File: config.mk
export PLATFORM = sky130hd
export DESIGN_NAME = rot_code_despreader
export DESIGN_NICKNAME = d
export VERILOG_FILES = /design/src/rtl/rcd_pkg.sv /design/src/rtl/rcd_sequencer.sv /design/src/rtl/rcd_refgen.sv /design/src/rtl/rcd_corr_bank.sv /design/src/rtl/rcd_argmax.sv /design/src/rtl/rot_code_despreader.sv
export SDC_FILE = /design/constraint.sdc
export NUM_CORES = 2
export LEC_CHECK = 0
export BUFFER_PORTS_ARGS = -buffer_cell sky130_fd_sc_hd__buf_2
export CAP_MARGIN = 25
export CORE_MARGIN = 1.5
export CORE_UTILIZATION = 55
export CTS_CLUSTER_DIAMETER = 40
export DETAILED_ROUTE_END_ITERATION = 6
export PLACE_DENSITY_LB_ADDON = 0.3
export SLEW_MARGIN = 0
export SYNTH_ARGS = -nofsm -noshare
export SYNTH_HDL_FRONTEND = slang
export SYNTH_HIERARCHICAL = 1
export SYNTH_SLANG_ARGS = --single-unit
File: constraint.sdc
create_clock -name clk -period 8.6 [get_ports clk]
set_input_delay 1.72 -clock clk [delete_from_list [all_inputs] [get_ports clk]]
set_output_delay 1.72 -clock clk [all_outputs]
set_load 0.01 [all_outputs]
File: src/rtl/rcd_pkg.sv
// Package rcd_pkg
// Shared constants and elaboration-time helpers for the rotated-code
// despreader. Assumes a code set of 16 hypotheses built from one root word
// of at most 16 chips, chip 0 held in the most significant used root bit.
package rcd_pkg;

    localparam int unsigned NUM_HYP  = 16;
    localparam int unsigned SYM_W    = 4;
    localparam int unsigned HALF_SET = 8;
    localparam int unsigned MAX_LEN  = 16;

    // Build the reference word of one hypothesis; bit j of the result is chip j.
    function automatic logic [MAX_LEN-1:0] hyp_word(
        input logic [MAX_LEN-1:0] root,
        input int unsigned        len,
        input int unsigned        step,
        input int unsigned        hyp
    );
        logic [MAX_LEN-1:0] w;
        int unsigned        shift;
        int unsigned        src;
        w     = '0;
        shift = (step * (hyp % HALF_SET)) % len;
        for (int unsigned j = 0; j < len; j++) begin
            src  = (j + len - shift) % len;
            w[j] = root[len-1-src];
            if (hyp >= HALF_SET && src[0]) begin
                w[j] = ~w[j];
            end
        end
        return w;
    endfunction

endpackage

File: src/rtl/rcd_sequencer.sv
// Module rcd_sequencer
// Tracks the position of the incoming chip within a symbol. The chip with
// the start marker is the extension chip: it clears the correlators and is
// not forwarded. The next N_CHIPS chips are flagged as data, the last one is
// marked, and stray chips after that are dropped until the next marker.
// Assumes N_CHIPS >= 2.
module rcd_sequencer #(
    parameter int unsigned N_CHIPS = 16,
    parameter int unsigned IDX_W   = $clog2(N_CHIPS)
) (
    input  logic             clk,
    input  logic             rst_n,
    input  logic             chip_vld,
    input  logic             chip_sof,
    output logic             seq_clear,
    output logic             seq_take,
    output logic             seq_last,
    output logic [IDX_W-1:0] seq_idx
);

    localparam logic [IDX_W-1:0] LAST_IDX = IDX_W'(N_CHIPS - 1);

    logic             active;
    logic [IDX_W-1:0] cnt;

    // Classify the current chip from the marker and the position count.
    always_comb begin
        seq_clear = chip_vld && chip_sof;
        seq_take  = chip_vld && !chip_sof && active;
        seq_last  = seq_take && (cnt == LAST_IDX);
        seq_idx   = cnt;
    end

    // Advance the data-chip position; idle after the last chip of a symbol.
    always_ff @(posedge clk) begin
        if (!rst_n) begin
            active <= 1'b0;
            cnt    <= '0;
        end else if (seq_clear) begin
            active <= 1'b1;
            cnt    <= '0;
        end else if (seq_take) begin
            if (seq_last) begin
                active <= 1'b0;
                cnt    <= '0;
            end else begin
                cnt <= cnt + 1'b1;
            end
        end
    end

endmodule

File: src/rtl/rcd_refgen.sv
// Module rcd_refgen
// Gives the reference chip of every hypothesis at the current data position.
// Each hypothesis word is computed from the root at elaboration; at run time
// only a per-hypothesis bit select remains. Assumes N_CHIPS <= 16.
module rcd_refgen #(
    parameter int unsigned N_CHIPS = 16,
    parameter logic [15:0] ROOT    = 16'h2F53,
    parameter int unsigned STEP    = 2,
    parameter int unsigned IDX_W   = $clog2(N_CHIPS)
) (
    input  logic [IDX_W-1:0]              idx,
    output logic [rcd_pkg::NUM_HYP-1:0]   ref_bits
);

    for (genvar k = 0; k < rcd_pkg::NUM_HYP; k++) begin : g_hyp
        localparam logic [15:0] HYP_WORD =
            rcd_pkg::hyp_word(ROOT, N_CHIPS, STEP, k);
        // Select this hypothesis' chip at the present position.
        always_comb ref_bits[k] = HYP_WORD[idx];
    end

endmodule

File: src/rtl/rcd_corr_bank.sv
// Module rcd_corr_bank
// Sixteen parallel coherent correlators. Each data chip is added or
// subtracted by its hypothesis' reference bit. On the last chip the final
// sums go to a snapshot and the accumulators restart at zero, so a new
// symbol can begin on the next cycle. Assumes ACC_W holds N * 2^(CHIP_W-1).
module rcd_corr_bank #(
    parameter int unsigned CHIP_W = 8,
    parameter int unsigned ACC_W  = 13
) (
    input  logic                                       clk,
    input  logic                                       rst_n,
    input  logic                                       seq_clear,
    input  logic                                       seq_take,
    input  logic                                       seq_last,
    input  logic signed [CHIP_W-1:0]                   chip_val,
    input  logic [rcd_pkg::NUM_HYP-1:0]                ref_bits,
    output logic [rcd_pkg::NUM_HYP-1:0][ACC_W-1:0]     snap,
    output logic                                       snap_vld
);

    logic signed [ACC_W-1:0] chip_pos;
    logic signed [ACC_W-1:0] chip_neg;

    // Widen the chip before negation so that -128 stays exact.
    always_comb begin
        chip_pos = ACC_W'(chip_val);
        chip_neg = -chip_pos;
    end

    for (genvar k = 0; k < rcd_pkg::NUM_HYP; k++) begin : g_corr
        logic signed [ACC_W-1:0] acc;
        logic signed [ACC_W-1:0] sum;

        // Running sum including the current chip's signed contribution.
        always_comb sum = acc + (ref_bits[k] ? chip_pos : chip_neg);

        // Accumulate data chips; restart on a marker or after the last chip.
        always_ff @(posedge clk) begin
            if (!rst_n) begin
                acc <= '0;
            end else if (seq_clear || seq_last) begin
                acc <= '0;
            end else if (seq_take) begin
                acc <= sum;
            end
        end

        // Capture the finished correlation of this hypothesis.
        always_ff @(posedge clk) begin
            if (!rst_n) begin
                snap[k] <= '0;
            end else if (seq_last) begin
                snap[k] <= sum;
            end
        end
    end

    // Flag a fresh snapshot for one cycle.
    always_ff @(posedge clk) begin
        if (!rst_n) begin
            snap_vld <= 1'b0;
        end else begin
            snap_vld <= seq_last;
        end
    end

endmodule

File: src/rtl/rcd_argmax.sv
// Module rcd_argmax
// Picks the largest of the snapshot correlations with a balanced compare
// tree and registers the index and value. At every node the upper index
// wins only when it is strictly larger, so ties resolve to the lowest index.
// Assumes the hypothesis count is a power of two.
module rcd_argmax #(
    parameter int unsigned ACC_W = 13
) (
    input  logic                                      clk,
    input  logic                                      rst_n,
    input  logic [rcd_pkg::NUM_HYP-1:0][ACC_W-1:0]    snap,
    input  logic                                      snap_vld,
    output logic                                      dec_vld,
    output logic [rcd_pkg::SYM_W-1:0]                 dec_sym,
    output logic [ACC_W-1:0]                          dec_corr
);

    localparam int unsigned LVLS = rcd_pkg::SYM_W;
    localparam int unsigned NH   = rcd_pkg::NUM_HYP;

    logic signed [ACC_W-1:0]         tv [0:LVLS][0:NH-1];
    logic [rcd_pkg::SYM_W-1:0]       ti [0:LVLS][0:NH-1];

    // Reduce the sixteen candidates pairwise, level by level.
    always_comb begin
        for (int l = 0; l <= LVLS; l++) begin
            for (int i = 0; i < NH; i++) begin
                tv[l][i] = '0;
                ti[l][i] = '0;
            end
        end
        for (int i = 0; i < NH; i++) begin
            tv[0][i] = $signed(snap[i]);
            ti[0][i] = rcd_pkg::SYM_W'(i);
        end
        for (int l = 0; l < LVLS; l++) begin
            for (int i = 0; i < (NH >> (l + 1)); i++) begin
                if (tv[l][2*i+1] > tv[l][2*i]) begin
                    tv[l+1][i] = tv[l][2*i+1];
                    ti[l+1][i] = ti[l][2*i+1];
                end else begin
                    tv[l+1][i] = tv[l][2*i];
                    ti[l+1][i] = ti[l][2*i];
                end
            end
        end
    end

    // Register the winner and pulse the strobe for one cycle.
    always_ff @(posedge clk) begin
        if (!rst_n) begin
            dec_vld  <= 1'b0;
            dec_sym  <= '0;
            dec_corr <= '0;
        end else begin
            dec_vld <= snap_vld;
            if (snap_vld) begin
                dec_sym  <= ti[LVLS][0];
                dec_corr <= tv[LVLS][0];
            end
        end
    end

endmodule

File: src/rtl/rot_code_despreader.sv
// Module rot_code_despreader
// Top level of the coherent despreader. Streams N_CHIPS+1 soft chips per
// symbol, drops the leading extension chip, correlates the rest against
// the 16 rotated / odd-inverted hypotheses of ROOT and reports the best
// index two cycles after the last chip. Assumes N_CHIPS is 8 or 16, and
// ROOT holds chip 0 in bit N_CHIPS-1.
module rot_code_despreader #(
    parameter int unsigned N_CHIPS = 16,
    parameter logic [15:0] ROOT    = 16'h2F53,
    parameter int unsigned CHIP_W  = 8,
    parameter int unsigned STEP    = N_CHIPS / 8,
    parameter int unsigned IDX_W   = $clog2(N_CHIPS),
    parameter int unsigned ACC_W   = CHIP_W + $clog2(N_CHIPS) + 1
) (
    input  logic                          clk,
    input  logic                          rst_n,
    input  logic                          chip_vld,
    input  logic                          chip_sof,
    input  logic signed [CHIP_W-1:0]      chip_val,
    output logic                          dec_vld,
    output logic [rcd_pkg::SYM_W-1:0]     dec_sym,
    output logic [ACC_W-1:0]              dec_corr
);

    logic                                    seq_clear;
    logic                                    seq_take;
    logic                                    seq_last;
    logic [IDX_W-1:0]                        seq_idx;
    logic [rcd_pkg::NUM_HYP-1:0]             ref_bits;
    logic [rcd_pkg::NUM_HYP-1:0][ACC_W-1:0]  snap;
    logic                                    snap_vld;

    rcd_sequencer #(
        .N_CHIPS (N_CHIPS),
        .IDX_W   (IDX_W)
    ) u_seq (
        .clk       (clk),
        .rst_n     (rst_n),
        .chip_vld  (chip_vld),
        .chip_sof  (chip_sof),
        .seq_clear (seq_clear),
        .seq_take  (seq_take),
        .seq_last  (seq_last),
        .seq_idx   (seq_idx)
    );

    rcd_refgen #(
        .N_CHIPS (N_CHIPS),
        .ROOT    (ROOT),
        .STEP    (STEP),
        .IDX_W   (IDX_W)
    ) u_ref (
        .idx      (seq_idx),
        .ref_bits (ref_bits)
    );

    rcd_corr_bank #(
        .CHIP_W (CHIP_W),
        .ACC_W  (ACC_W)
    ) u_bank (
        .clk       (clk),
        .rst_n     (rst_n),
        .seq_clear (seq_clear),
        .seq_take  (seq_take),
        .seq_last  (seq_last),
        .chip_val  (chip_val),
        .ref_bits  (ref_bits),
        .snap      (snap),
        .snap_vld  (snap_vld)
    );

    rcd_argmax #(
        .ACC_W (ACC_W)
    ) u_max (
        .clk      (clk),
        .rst_n    (rst_n),
        .snap     (snap),
        .snap_vld (snap_vld),
        .dec_vld  (dec_vld),
        .dec_sym  (dec_sym),
        .dec_corr (dec_corr)
    );

endmodule

Yosys cells after proc, flatten, opt, wreduce, memory -nomap -nowiden --
Memories as Yosys holds them, arrays and structs flattened. A register that Yosys moved wholly into a read port is not among the register bits. Index checks and enable logic that the tools add are counted.
Operators by class: add/subtract/negate cells 18, magnitude comparators 16, equal/unequal tests 1, multiplexer cells 98, bitwise gates (word level) 1, reduce and logical (&&, ||, !) cells 11
Operators with widths (number):
- $mux 13 | 31
- $add 13x13->13 | 16
- $gt 13x13->1 | 15
- $mux 4 | 34
- $mux 1 | 27
- $neg 8->13 | 1
- $mux 2 | 4
- $mux 3 | 2
- $lt 4x5->1 const B | 1
- $add 4x1->4 const B | 1
- $eq 4x4->1 const B | 1
- $logic_and 1x1->1 | 4
- $reduce_bool 2->1 | 2
- $reduce_or 2->1 | 2
- $reduce_and 2->1 | 1
- $logic_not 1->1 | 1
- $logic_or 1x1->1 | 1
- $not 1->1 | 1
Word-level totals: register bits after elaboration 440, memory bits (read-only) 256, input bits 12, output and inout bits 18, logic and storage cells 199, memories kept 16
Memories:
- (no name shown) | words 16, bits a word 1, read ports 1, clocked after memory_dff 1, wr ports 0, RTL line rcd_refgen.sv:19 | always_comb ref_bits[k] = HYP_WORD[idx];
- (no name shown) | words 16, bits a word 1, read ports 1, clocked after memory_dff 1, wr ports 0, RTL line rcd_refgen.sv:19
- (no name shown) | words 16, bits a word 1, read ports 1, clocked after memory_dff 1, wr ports 0, RTL line rcd_refgen.sv:19
- (no name shown) | words 16, bits a word 1, read ports 1, clocked after memory_dff 1, wr ports 0, RTL line rcd_refgen.sv:19
- (no name shown) | words 16, bits a word 1, read ports 1, clocked after memory_dff 1, wr ports 0, RTL line rcd_refgen.sv:19
- (no name shown) | words 16, bits a word 1, read ports 1, clocked after memory_dff 1, wr ports 0, RTL line rcd_refgen.sv:19
- 10 more memories

Logic depth before layout (Yosys ltp) --
depth after elaboration 8, gate-level depth with buffers 50, mapped depth without buffers 47

Hierarchy --
Netlist, hierarchy kept.
By module, submodules not included:
- rcd_corr_bank | instances 1, cells an instance 3081, area each 26268.9 um^2, seq. area each 8348.0 um^2
- rcd_argmax | instances 1, cells an instance 1179, area each 8536.9 um^2, seq. area each 360.3 um^2
- rcd_refgen | instances 1, cells an instance 59, area each 429.2 um^2, seq. area each 0.0 um^2
- rcd_sequencer | instances 1, cells an instance 28, area each 239.0 um^2, seq. area each 100.1 um^2

Worst setup path after synthesis --
OpenSTA, ideal clock, no wires.
path type reg-to-reg, from register u_bank/snap[168] in the netlist's numbering, to register u_max.dec_corr[0], setup time 0.141 ns, arrival time 8.917 ns, data required time 8.459 ns, slack -0.458 ns, cell stages (with the launch flop) 46, buffers on the path 5, clock period less this slack 9.058 ns, path through dfxtp_1 > inv_1 > ha_1 > nand4_1 > or4_1 > a21boi_0 > and3_1 > nor2_1 > clkbuf_1 > mux2i_1 > ha_1 > a21oi_1 > nor2_1 > a32oi_1 > o311ai_0 > a31o_2 > a211oi_1 > a21o_1 > [10 not listed] > a221oi_4 > buf_6 > mux2i_1 > inv_1 > ha_1 > nor2b_1 > o21a_1 > o21ai_0 > nand2b_1 > a21oi_1 > o21ai_0 > a21oi_1 > nor2b_1 > o21ai_0 > a221oi_1 > nand2b_1 > clkbuf_1 > o221ai_1
On the way: longest elaborated chain between the ends 8
Ends and longest elaborated chain:
- start, declared | RTL line rcd_corr_bank.sv:17 | output logic [rcd_pkg::NUM_HYP-1:0][ACC_W-1:0] snap,
- start signal, assigned by index | RTL line rcd_corr_bank.sv:53 | snap[k] <= sum;
- $gt 13x13->1 | RTL line rcd_argmax.sv:38 | if (tv[l][2*i+1] > tv[l][2*i]) begin
- $mux 13 * | RTL line rcd_argmax.sv:38
- $gt 13x13->1 | RTL line rcd_argmax.sv:38
- $mux 13 * | RTL line rcd_argmax.sv:38
- $gt 13x13->1 | RTL line rcd_argmax.sv:38
- $mux 13 * | RTL line rcd_argmax.sv:38
- $gt 13x13->1 | RTL line rcd_argmax.sv:38
- $mux 13 * | RTL line rcd_argmax.sv:38
- end signal, assigned | RTL line rcd_argmax.sv:59 | dec_corr <= tv[LVLS][0];
- end, declared | RTL line rcd_argmax.sv:15 | output logic [ACC_W-1:0] dec_corr
Mark *: on every way between the ends. The rest lies on a longest branch, timed or not. A chain may end at the register's enable or synchronous reset.

Worst setup path in the final report --
from register u_bank/snap[131] in the netlist's numbering, to register u_max/dec_sym[0] in the netlist's numbering
On the way: longest elaborated chain between the ends 8, elaborated cells on any way between the ends 11, classes of those cells order compare: 4; mux: 7
Ends and longest elaborated chain:
- $gt 13x13->1 | RTL line rcd_argmax.sv:38
- $mux 13 | RTL line rcd_argmax.sv:38
- $gt 13x13->1 | RTL line rcd_argmax.sv:38
- $mux 13 | RTL line rcd_argmax.sv:38
- $gt 13x13->1 | RTL line rcd_argmax.sv:38
- $mux 13 | RTL line rcd_argmax.sv:38
- $gt 13x13->1 | RTL line rcd_argmax.sv:38
- $mux 4 * | RTL line rcd_argmax.sv:38
- end signal, assigned | RTL line rcd_argmax.sv:58 | dec_sym <= ti[LVLS][0];
- end, declared | RTL line rcd_argmax.sv:14 | output logic [rcd_pkg::SYM_W-1:0] dec_sym,
Marked as above.

==> flow_summary.json <==
{
  "htreeDepth": 3,
  "syn-num-nets": 4760,
  "hold_violations": 0,
  "worstHoldPathType": "register to register",
  "r2r-end": "u_max/dec_sym[0]",
  "cts_buffers": 83,
  "grt.total_usage_pct": 32.19,
  "setup_slack_ns": 0.2698,
  "hold_ws_ns": 0.4794,
  "layout_min_cycle_time_ns": 8.330,
  "antenna_found_initial": 1,
  "fillers": 5367,
  "syn_area_per_cell_um2": 8.161,
  "initialDrtViolationCount": 3194,
  "dpl.hpwl_um": 75120,
  "grt-busiest-layer": "met2",
  "antennaDiodeCount": 0,
  "fmax_mhz": 120.0,
  "drc": 0,
  "clock_skew_ns": 0.03166,
  "ant_nets": 0,
  "synth_enable_flop_cells": 0,
  "root_buffer": "clkbuf_16",
  "startpoint_type": "register",
  "crit_arrival_ns": 8.83,
  "period_share_pct": 96.86,
  "viasPerCell": 6.281,
  "slew_violations": 0,
  "finalNonFillerCells": 5317,
  "met3_usage_pct": 4.935,
  "grt_use_met1_pct": 44.86,
  "maxCapViolCount": 0,
  "outcome": "completed",
  "ys_warn_count": 6,
  "drive_gt1_share_pct": 11.50,
  "worst-setup-path-type": "register to register",
  "ys_types": 106,
  "grt_overflow": 0,
  "die_y_um": 257.0,
  "grt_max_degree": 95,
  "grt_pass1_vias": 31183,
  "seq_area_frac_synth_pct": 24.83,
  "drt_wl_total_um": 110400,
  "coreArea_um2": 63430,
  "powerDensity_nw_per_um2": 151.8,
  "cts.sinks": 440,
  "utilization_pct": 63.85,
  "drt-pass1-iter-count": 6,
  "async_reset_ff_share_pct": 0,
  "wl_per_cell_um": 20.76,
  "nNetsFinal": 4817,
  "timing.rr.start": "u_bank/snap[131]",
  "slowest_delay_ns": 0.56,
  "met2_usage_pct": 50.42,
  "end_kind": "register",
  "synth_commonest_cells": "nor2_1, dfxtp_1, ha_1",
  "place_congestion": 0.9824,
  "peakVddDrop_v": 0.0001437,
  "syn2layout_area_growth_pct": 14.16,
  "worstHoldStart": "u_bank/g_corr[5].acc[2]",
  "vias": 33396,
  "max_slew.worst_pin.slew_ns": 1.041,
  "rows": 92,
  "crit_fanout": 6,
  "cts_tree": "yes",
  "pre_cts_ws_ns": -0.1186,
  "port_buffers": 29,
  "hold-path-cell-count": 2,
  "synth.area.top_cells": "dfxtp_1, ha_1, mux2i_1",
  "die_x_um": 257.0,
  "grt_pass1_wl_um": 171000,
  "ys_ff_latch": 440,
  "setup_viol": 0,
  "reg2regPathDepth": 40,
  "clk_pin_slew_ns": 0.06,
  "slowest_stage": "or4_4",
  "holdPathEnd": "u_bank/g_corr[5].acc[2]",
  "clk_path_buf_depth": 3,
  "reg2reg_slack_ns": 0.27,
  "yosys.area.top_type": "dfxtp_1",
  "leakage_nw": 17.26,
  "relSlewSlack_pct": 30.61,
  "io-pin-count": 30,
  "yosysTopAreaCellShare_pct": 24.83,
  "start_util_pct": 55.93,
  "synth.cell_area_um2": 35470,
  "clock_latency_ns": 0.64,
  "synth_most_common_cell": "nor2_1",
  "dp.cells": 5135,
  "die_area_um2": 66030,
  "netlist_instances": 4347,
  "synth_flop_cell": "dfxtp_1",
  "cp.required_ns": 9.10
}
placed cells by master, fill, tap and decap left out, drive strengths merged, types with 29 or more instances in the layout:
master	count
nand3	173
a31oi	50
a21oi	238
a21o	84
a211oi	77
nand2b	40
nand4	63
and4	29
inv	252
o21ai	257
xor2	113
mux2i	381
nor2	521
mux2	38
nor3	58
buf	211
nand2	227
o211ai	40
and3	63
clkbuf	104
o21bai	31
xnor2	123
or3	45
ha	385
dfxtp	440
sequential cells by signal (all words and copies together) (netlist names):
name	cells
u_bank/g_corr.acc	208
u_bank/snap	208
u_max/dec_corr	13
u_max/dec_sym	4
u_seq/seq_idx	4
u_bank/snap_vld	1
u_max/dec_vld	1
u_seq/active	1
where the power goes:
| part | internal, W | switching (W) | leakage, nW |
|---|---|---|---|
| logic | 0.000195 | 0.000403 | 12.3 |
| clock network | 0.00227 | 0.00121 | 1.45 |
| registers | 0.00206 | 0.0000104 | 3.55 |
| total | 0.00452 | 0.00163 | 17.3 |
critical path: cells and delay by family, from the launching register on:
| kind | cells | cell delay, ns |
|---|---|---|
| fa+ha+maj | 4 | 1.19 |
| flops | 1 | 0.32 |
| simple gates | 9 | 2.03 |
| compound gates | 20 | 3.77 |
| buf+inv | 5 | 0.49 |
| mux | 2 | 0.45 |
logic make-up after synthesis:
family          after synthesis  synth area share, %
buf+inv                     478                5.287
xor+xnor                    236                5.827
flops                       440                24.83
mux                         419                11.96
compound gates             1019                19.00
simple gates               1347                18.41
fa+ha+maj                   408                14.68
area by class of cell:
type / count / area [um2] / share of cell area [%]
sequential: 440 / 8810 / 21.75
clock inverter: 49 / 684.4 / 1.690
clock buffer: 103 / 2285 / 5.641
tap: 846 / 1059 / 2.614
timing repair buffer: 212 / 1638 / 4.044
inverter: 238 / 909.6 / 2.246
multi-input combinational: 3429 / 25110 / 62.01
how the worst max path moves through the flow:
stage          slack [ns]  cells after the start        startpoint                end
2_1_floorplan        0.02                     42  u_bank/snap[112]   u_max/dec_sym[0]
3_3_place_gp        -0.05                     41  u_bank/snap[134]  u_max/dec_corr[8]
3_5_place_dp        -0.12                     41  u_bank/snap[134]  u_max/dec_corr[9]
4_1_cts              0.04                     42  u_bank/snap[141]   u_max/dec_sym[0]
5_1_grt             -0.08                     43   u_bank/snap[86]   u_max/dec_sym[1]
6_report             0.27                     40  u_bank/snap[131]   u_max/dec_sym[0]
through the flow:
stage	TNS (ns)	area [um2]	total power [W]
global placement	-0.6386	37000	0.002677
floorplan	0	35510	0.002529
detailed placement	-1.396	37000	0.002687
finish	0	40500	0.006148
global route	-0.4114	40500	0.006323
CTS	0	40000	0.006159
repair_timing:
action	CTS	global route
endpoints found under the hold margin	0	0
endpoints found under the setup margin	16	17
setup buffers	1	27
gates resized for setup	4	64
gates cloned	0	1
pin swaps	2	18
hold buffers	0	0
routing by layer:
| layer | part of all wire (%) | vias up |
|---|---|---|
| met5 | 0 | - |
| met2 | 44 | 1273 |
| met1 | 45 | 15937 |
| met4 | 3.1 | 0 |
| li1 | - | 15949 |
| met3 | 8.2 | 237 |
No activity file was read; power rests on OpenSTA's default activity.
